$ cat src/rtl/lsu_align_pkg.sv
package lsu_align_pkg;

  typedef enum logic [1:0] {
    SZ_BYTE = 2'd0,
    SZ_HALF = 2'd1,
    SZ_WORD = 2'd2,
    SZ_RSVD = 2'd3
  } acc_size_e;

endpackage

$ cat src/rtl/lsu_ea_check.sv
module lsu_ea_check
  import lsu_align_pkg::*;
#(
  parameter int ADDR_W = 32,
  parameter int OFF_W  = 16,
  parameter int LANE_W = 2
) (
  input  logic [ADDR_W-1:0] base,
  input  logic [OFF_W-1:0]  offset,
  input  acc_size_e         size,
  output logic [ADDR_W-1:0] ea,
  output logic              mis
);

  localparam int EXT_W = ADDR_W - OFF_W;

  assign ea = base + {{EXT_W{offset[OFF_W-1]}}, offset};

  always_comb begin
    unique case (size)
      SZ_BYTE: mis = 1'b0;
      SZ_HALF: mis = ea[0];
      SZ_WORD: mis = |ea[LANE_W-1:0];
      default: mis = 1'b1;
    endcase
  end

endmodule

$ cat src/rtl/lsu_store_lanes.sv
module lsu_store_lanes
  import lsu_align_pkg::*;
#(
  parameter int DATA_W = 32
) (
  input  logic [$clog2(DATA_W/8)-1:0] lane,
  input  acc_size_e                   size,
  input  logic [DATA_W-1:0]           wd_in,
  output logic [DATA_W/8-1:0]         be,
  output logic [DATA_W-1:0]           wd_out
);

  localparam int LANES  = DATA_W / 8;
  localparam int LANE_W = $clog2(LANES);

  for (genvar i = 0; i < LANES; i++) begin : g_lane
    // byte-enable bit i covers byte offset K (big-endian numbering)
    localparam int K     = LANES - 1 - i;
    localparam bit UPPER = (K % 2) == 0;
    logic       lane_en;
    logic [7:0] lane_d;

    always_comb begin
      unique case (size)
        SZ_BYTE: begin
          lane_en = (lane == LANE_W'(K));
          lane_d  = wd_in[7:0];
        end
        SZ_HALF: begin
          lane_en = (lane[LANE_W-1:1] == (LANE_W-1)'(K / 2));
          lane_d  = UPPER ? wd_in[15:8] : wd_in[7:0];
        end
        SZ_WORD: begin
          lane_en = 1'b1;
          lane_d  = wd_in[8*i +: 8];
        end
        default: begin
          lane_en = 1'b0;
          lane_d  = wd_in[8*i +: 8];
        end
      endcase
    end

    assign be[i]            = lane_en;
    assign wd_out[8*i +: 8] = lane_d;
  end

endmodule

$ cat src/rtl/lsu_load_extract.sv
module lsu_load_extract
  import lsu_align_pkg::*;
#(
  parameter int DATA_W = 32
) (
  input  logic [DATA_W-1:0]           word,
  input  logic [$clog2(DATA_W/8)-1:0] lane,
  input  acc_size_e                   size,
  input  logic                        uns,
  output logic [DATA_W-1:0]           data
);

  localparam int LANES  = DATA_W / 8;
  localparam int LANE_W = $clog2(LANES);
  localparam int HALVES = LANES / 2;

  logic [7:0]  byte_v;
  logic [15:0] half_v;

  always_comb begin
    byte_v = '0;
    for (int k = 0; k < LANES; k++) begin
      if (lane == LANE_W'(k)) byte_v = word[DATA_W-1-8*k -: 8];
    end
  end

  always_comb begin
    half_v = '0;
    for (int h = 0; h < HALVES; h++) begin
      if (lane[LANE_W-1:1] == (LANE_W-1)'(h)) half_v = word[DATA_W-1-16*h -: 16];
    end
  end

  always_comb begin
    unique case (size)
      SZ_BYTE: data = {{(DATA_W-8){~uns & byte_v[7]}}, byte_v};
      SZ_HALF: data = {{(DATA_W-16){~uns & half_v[15]}}, half_v};
      default: data = word;
    endcase
  end

endmodule

$ cat src/rtl/be_lsu_align.sv
module be_lsu_align
  import lsu_align_pkg::*;
#(
  parameter int ADDR_W = 32,
  parameter int DATA_W = 32,
  parameter int OFF_W  = 16
) (
  input  logic                                     clk,
  input  logic                                     rst,
  input  logic                                     req_valid,
  input  logic                                     req_write,
  input  logic [1:0]                               req_size,
  input  logic [ADDR_W-1:0]                        base_addr,
  input  logic [OFF_W-1:0]                         req_offset,
  input  logic [DATA_W-1:0]                        req_wdata,
  output logic                                     mem_valid,
  output logic                                     mem_write,
  output logic [ADDR_W-$clog2(DATA_W/8)-1:0]       mem_word_addr,
  output logic [DATA_W/8-1:0]                      mem_be,
  output logic [DATA_W-1:0]                        mem_wdata,
  output logic                                     misalign,
  input  logic                                     rsp_valid,
  input  logic [DATA_W-1:0]                        rsp_word,
  input  logic [$clog2(DATA_W/8)-1:0]              rsp_lane,
  input  logic [1:0]                               rsp_size,
  input  logic                                     rsp_unsigned,
  output logic                                     load_valid,
  output logic [DATA_W-1:0]                        load_data
);

  localparam int LANES  = DATA_W / 8;
  localparam int LANE_W = $clog2(LANES);

  logic [ADDR_W-1:0] ea_c;
  logic              mis_c;
  logic [LANES-1:0]  be_c;
  logic [DATA_W-1:0] wd_c;
  logic [DATA_W-1:0] ld_c;
  logic              issue_c;

  lsu_ea_check #(
    .ADDR_W(ADDR_W),
    .OFF_W (OFF_W),
    .LANE_W(LANE_W)
  ) u_ea (
    .base  (base_addr),
    .offset(req_offset),
    .size  (acc_size_e'(req_size)),
    .ea    (ea_c),
    .mis   (mis_c)
  );

  lsu_store_lanes #(
    .DATA_W(DATA_W)
  ) u_st (
    .lane  (ea_c[LANE_W-1:0]),
    .size  (acc_size_e'(req_size)),
    .wd_in (req_wdata),
    .be    (be_c),
    .wd_out(wd_c)
  );

  lsu_load_extract #(
    .DATA_W(DATA_W)
  ) u_ld (
    .word(rsp_word),
    .lane(rsp_lane),
    .size(acc_size_e'(rsp_size)),
    .uns (rsp_unsigned),
    .data(ld_c)
  );

  assign issue_c = req_valid & ~mis_c;

  always_ff @(posedge clk) begin
    if (rst) begin
      mem_valid     <= 1'b0;
      mem_write     <= 1'b0;
      misalign      <= 1'b0;
      mem_be        <= '0;
      mem_word_addr <= '0;
      mem_wdata     <= '0;
    end else begin
      mem_valid     <= issue_c;
      mem_write     <= issue_c & req_write;
      misalign      <= req_valid & mis_c;
      mem_be        <= issue_c ? be_c : '0;
      mem_word_addr <= ea_c[ADDR_W-1:LANE_W];
      mem_wdata     <= wd_c;
    end
  end

  always_ff @(posedge clk) begin
    if (rst) begin
      load_valid <= 1'b0;
      load_data  <= '0;
    end else begin
      load_valid <= rsp_valid;
      if (rsp_valid) load_data <= ld_c;
    end
  end

endmodule

$ cat config.mk
export PLATFORM = sky130hd
export DESIGN_NAME = be_lsu_align
export DESIGN_NICKNAME = d
export VERILOG_FILES = /design/src/rtl/lsu_align_pkg.sv /design/src/rtl/lsu_ea_check.sv /design/src/rtl/lsu_store_lanes.sv /design/src/rtl/lsu_load_extract.sv /design/src/rtl/be_lsu_align.sv
export SDC_FILE = /design/constraint.sdc
export NUM_CORES = 1
export LEC_CHECK = 0
export BUFFER_PORTS_ARGS = -buffer_cell sky130_fd_sc_hd__buf_2
export CAP_MARGIN = 20
export CELL_PAD_IN_SITES_DETAIL_PLACEMENT = 1
export CELL_PAD_IN_SITES_GLOBAL_PLACEMENT = 1
export CORE_ASPECT_RATIO = 1.5
export CORE_MARGIN = 4
export CORE_UTILIZATION = 30
export CTS_BUF_LIST = sky130_fd_sc_hd__clkbuf_4
export DETAILED_ROUTE_END_ITERATION = 10
export HOLD_SLACK_MARGIN = 0.03
export PLACE_DENSITY_LB_ADDON = 0.2
export SLEW_MARGIN = 40
export SYNTH_ARGS = -nofsm -noshare
export SYNTH_HDL_FRONTEND = slang
export SYNTH_HIERARCHICAL = 1
export SYNTH_SLANG_ARGS = --single-unit
$ cat constraint.sdc
create_clock -name clk -period 6 [get_ports clk]
set_input_delay 1.2 -clock clk [delete_from_list [all_inputs] [get_ports clk]]
set_output_delay 1.2 -clock clk [all_outputs]
set_load 0.01 [all_outputs]
Word level (Yosys, flattened, before mapping)
Cells that the tools add are included.
{ "word_totals": {"regBits": 102, "in_bits": 124, "word_cells": 48} }
{ "op_classes": {"n_addsub": 1, "n_eq_ne": 9, "n_mux": 14, "bitwise": 9, "reduce_logical": 7} }
{ "ops": {"columns": ["operator", "count"], "rows": [
  ["case mux 32 bit (2 select lines)", 1],
  ["2-to-1 mux 8 bit", 6],
  ["adder 32 bit", 1],
  ["2-to-1 mux 16 bit", 1],
  ["case mux 8 bit (2 select lines)", 1],
  ["case mux 1 bit (3 select lines)", 5],
  ["== test 2 bit (second input constant)", 5],
  ["== test 2 x 1 -> 1 bit (second input constant)", 4],
  ["zero test 2 bit", 4],
  ["OR reduction 2 bit", 3],
  ["bitwise AND 1 bit", 5],
  ["inverter 1 bit", 4]
]} }

Longest topological paths before layout
{ "depth": {"depth_word": 7, "mapped_depth": 10, "ltp_nobuf": 10} }

Modules after synthesis
Netlist, hierarchy kept.
{ "modules_own_cells": {"columns": ["module", "instances", "cells_per_inst", "area_per_inst_um2", "seq_area_each_um2"], "rows": [
  ["be_lsu_align", 1, 251, 3022.9, 2042.0],
  ["lsu_ea_check", 1, 244, 1757.9, 0.0],
  ["lsu_load_extract", 1, 123, 934.6, 0.0],
  ["lsu_store_lanes", 1, 68, 540.5, 0.0]
]} }

Worst setup path after synthesis
No wires, ideal clock.
{ "synth_path": {"path_type": "in2reg", "start": "input req_offset[0]", "end": "register mem_word_addr[24]", "setup_time_ns": 0.118, "t_arrival_ns": 3.158, "required_ns": 5.882, "slack_ns": 2.724, "stages": 10, "path_cell_list": "ha_1 -> fa_1 -> a21o_1 -> a31o_2 -> nand3_1 -> o221ai_1 -> a311oi_1 -> o21bai_1 -> xor2_1 -> nor2b_1"} }
{ "synth_via": {"elab_chain_len": 1} }
{ "synth_rtl": {"columns": ["item", "line", "text"], "rows": [
  ["start, declared", "be_lsu_align.sv:14", "input logic [OFF_W-1:0] req_offset,"],
  ["adder 32 bit", "lsu_ea_check.sv:17", "assign ea = base + {{EXT_W{offset[OFF_W-1]}}, offset};"],
  ["via ea_c[26]", "be_lsu_align.sv:34", "logic [ADDR_W-1:0] ea_c;"],
  ["end signal, assigned", "be_lsu_align.sv:88", "mem_word_addr <= ea_c[ADDR_W-1:LANE_W];"],
  ["end, declared", "be_lsu_align.sv:18", "output logic [ADDR_W-$clog2(DATA_W/8)-1:0] mem_word_addr,"]
]} }
The timed path passes the listed nets, and every way through them passes these cells.
A chain may end at the register's enable or synchronous reset.

Worst setup path in the final report
{ "layout_path": {"start": "input req_offset[15]", "end": "register mem_word_addr[29]"} }
Same word-level chain as after synthesis.

==> results.md <==
* Max-slew violation count at 0
* Ys flop type: dfxtp_1
* Worst setup EP type: flip-flop
* CP delay by family, top: compound AO/OA/AOI/OAI gates
* Vias in the first global route at slightly below 6000
* Min-Delay Path Class: flip-flop to flip-flop
* Fin crit period at 3262 ps
* Cell variety after synth at 67
* Crit-path max FO at 17
* HPWL after DPL at between 15000 and 20000 µm
* Largest net degree at the start of global routing at 98
* Residual DRC at 0
* Post_cts resized at 0
* Setup Fix Bufs, Post-CTS at 0
* Die X at about 130 µm
* Final net count at around 1000
* Post-Syn Area per Cell at between 9 and 10 µm²
* Initial antenna violation count at 4
* DR WL/cell at 17.71 µm
* Setup Skew at 0 ps
* Leading cell type in the layout, fill and taps excluded: buf_2
* Post-DP Area at 7351 µm²
* Gr usage total at approximately 17%
* Max Buffers Root-to-Sink at 2
* Share of layout cells above drive strength 1 at 33.56%
* Gpl congestion at 0.8201
* TritonRoute pass-1 iters at 4
* Ys Warns at 6
* CP startpoint kind: input pin
* Post-synth top area share at 32.64%
* PwrDens at 223.7 nW/µm²
* Leakage at 0.003578 µW
* Largest cells by area after synthesis: dfxtp_1 33%, mux2i_1 7.4%, nor2b_1 6.8%
* Final setup viols at 0
* Power Internal at 1104 µW
* Kind of critical path: input pin to flip-flop
* Comb pwr share at 31.8%
* Crit path top cell by count: a21oi_1
* Cell Area, Synth at 6256 µm²
* Period utilisation layout at a little over half
* Sw Pwr at ~570 µW
* Hold_ws at 509.9 ps
* Net Count, Synth at 842
* Area Overhead vs Synth at 19.84%
* Max VDD drop at 0.09739 mV
* Syn Inst Count at 686
* Synth Register Bits at 102
* Total Wirelength at 20150 µm
* Post-synth EDFFs at 0
* TritonCTS Sinks at 102
* Status: finished clean
* MaxCap Viol Count at 0
* Largest area contributor in the netlist: dfxtp_1
* Latest clock arrival within the worst-skew pair at 500 ps
* Total power at 1677 µW
* Io pins at 226
* Sw frac at 34.17%
* Count of buffers from port buffering at 225
* Crit-path max cell delay at 500 ps
* Worst Path Arrival at 3640 ps
* Die height at 184.9 µm
* Post-synth ARST share at 0%
* CP Cell Sequence: buf_2 -> ha_1 -> a21oi_1 -> o21bai_1 -> a21oi_1 -> nor2_1 -> a2111oi_0 -> o21ai_0 -> or3_1 -> nor2b_1
* Core Rows at 64
* Post-synthesis sequential area ratio at around a third
* GRT overflow at 0
* # H-tree levels at 3
* First-pass GRT wire length at 31620 µm
* Die area at 23270 µm²
* Beginning of the critical path: req_offset[15]
* Initial Util at between 30% and 40%
* Root Buffer: clkbuf_4
* RR Startpoint: load_data[30]
* Most frequent cells in the layout: 223 x buf_2, 102 x dfxtp_1, 68 x nor2b_1, 63 x a21oi_1, 60 x nor2_1
* TritonCTS clock tree: built
* Worst-Margin Slew at 805.6 ps
* Routed Antenna Nets at 0
* DR vias/cell at ~5
* Hold_sp: load_data[0]
* Worst Path Required at 6370 ps
* TritonCTS buffer count at 9
* Hold_buf cts at 0
* Endpoints failing hold at 0
* Final Instance Area at 7497 µm²
* Drt first-iter violations at 229
* Clock power share at between 20% and 30%
* RSZ-0062 raised after global routing: no
* Reg power frac at 45.0%
* Rel. slew slack at between 40% and 50%
* Via count at roughly 5700
* CP max stage cell: a2111oi_0
* Core area at slightly above 20000 µm²
* Buf/Inv on CP at 1
* F_max at 306.5 MHz
* Fill count at ~2500
* Clock transition at the registers of the reported paths at 170 ps
* Setup_tns at 0 ps
worst register-to-register path, cell delays in order (launching register included):
cell     delay [ps]
dfxtp_1         340
mux2i_1         140
nor2_1           60
worst paths after layout:
path | to | slack, ps | cells after the start
hold reg to reg | load_data[0] | 510 | 2
hold / removal | load_data[0] | 510 | 2
setup reg to reg | load_data[30] | 5350 | 2
setup / recovery | mem_word_addr[29] | 2740 | 10
stage by stage:
stage,util (%),std cells,worst slack (ps)
floorplan,-,686,2724
global placement,35.83,1119,2232
detailed placement,35.86,1119,2186
CTS,36.52,1134,2767
global route,36.56,1137,2508
finish,36.57,1138,2738
registers in the layout, indices dropped and copies added, names as in the netlist:
register / cells
load_data: 32
mem_wdata: 32
mem_valid: 1
mem_write: 1
misalign: 1
mem_be: 4
mem_word_addr: 30
load_valid: 1
cell type report:
class | count | area, µm² | share of cell area (%)
timing repair buffer | 225 | 1135 | 15.14
inverter | 11 | 41.29 | 0.5507
clock buffer | 9 | 67.56 | 0.9012
sequential | 102 | 2042 | 27.24
clock inverter | 6 | 68.82 | 0.9179
multi-input combinational | 517 | 3802 | 50.72
tap | 264 | 330.3 | 4.406
antenna | 4 | 10.01 | 0.1335
routing by layer:
metal,GRT usage [%],wire (µm),part of all wire (%)
met1,19.17,7964,40
met2,31.10,10590,53
met3,3.029,914,4.5
met4,7.815,672,3.3
met5,0,11,0.055
cell usage after synthesis, types with 2 or more instances:
master    instances
o221a_1           2
ha_1             31
a22o_2            7
nor3b_2           2
o311ai_1          2
a21oi_1          63
or2_2             6
mux2_2           19
buf_4            20
o21a_1            2
mux4_2            6
nand2b_1          4
a22oi_4           2
nand2_1          27
nand4_1           8
buf_6             7
a221o_1           7
dfxtp_1         102
a31oi_1           3
nor2_1           60
nor2b_1          68
o22ai_1           8
nand3_1          10
nor3_1            7
clkbuf_1         17
mux2i_1          46
a222oi_1          2
o21bai_1          4
xnor2_1          13
o211ai_1          3
xor2_1           15
a21o_1           19
o21ai_0          28
o221ai_1          2
a311oi_1          2
a211oi_1          9
buf_2             9
inv_1            10
and2_1            6
power by group through the flow:
stage / Sequential (µW) / Clock, µW / Combinational [µW]
2_1_floorplan: 801 / 0 / 328
3_3_place_gp: 769 / 0 / 538
3_5_place_dp: 770 / 0 / 539
4_1_cts: 756 / 413 / 543
5_1_grt: 762 / 439 / 595
6_report: 755 / 388 / 534
logic make-up (layout without fill, tap and decap cells):
logic type                 after synthesis  after routing  synth area share (%)
and+or+nand+nor                        207            207                 17.58
AOI/OAI and AO/OA                      179            179                 19.82
DFF                                    102            102                 32.64
muxes                                   71             71                 12.94
buffers and inverters                   67            251                 6.580
adders and majority gates               32             32                 6.520
xor gates and xnor gates                28             28                 3.920
other                                    0              4                     0
No activity file was read; power rests on OpenSTA's default activity.
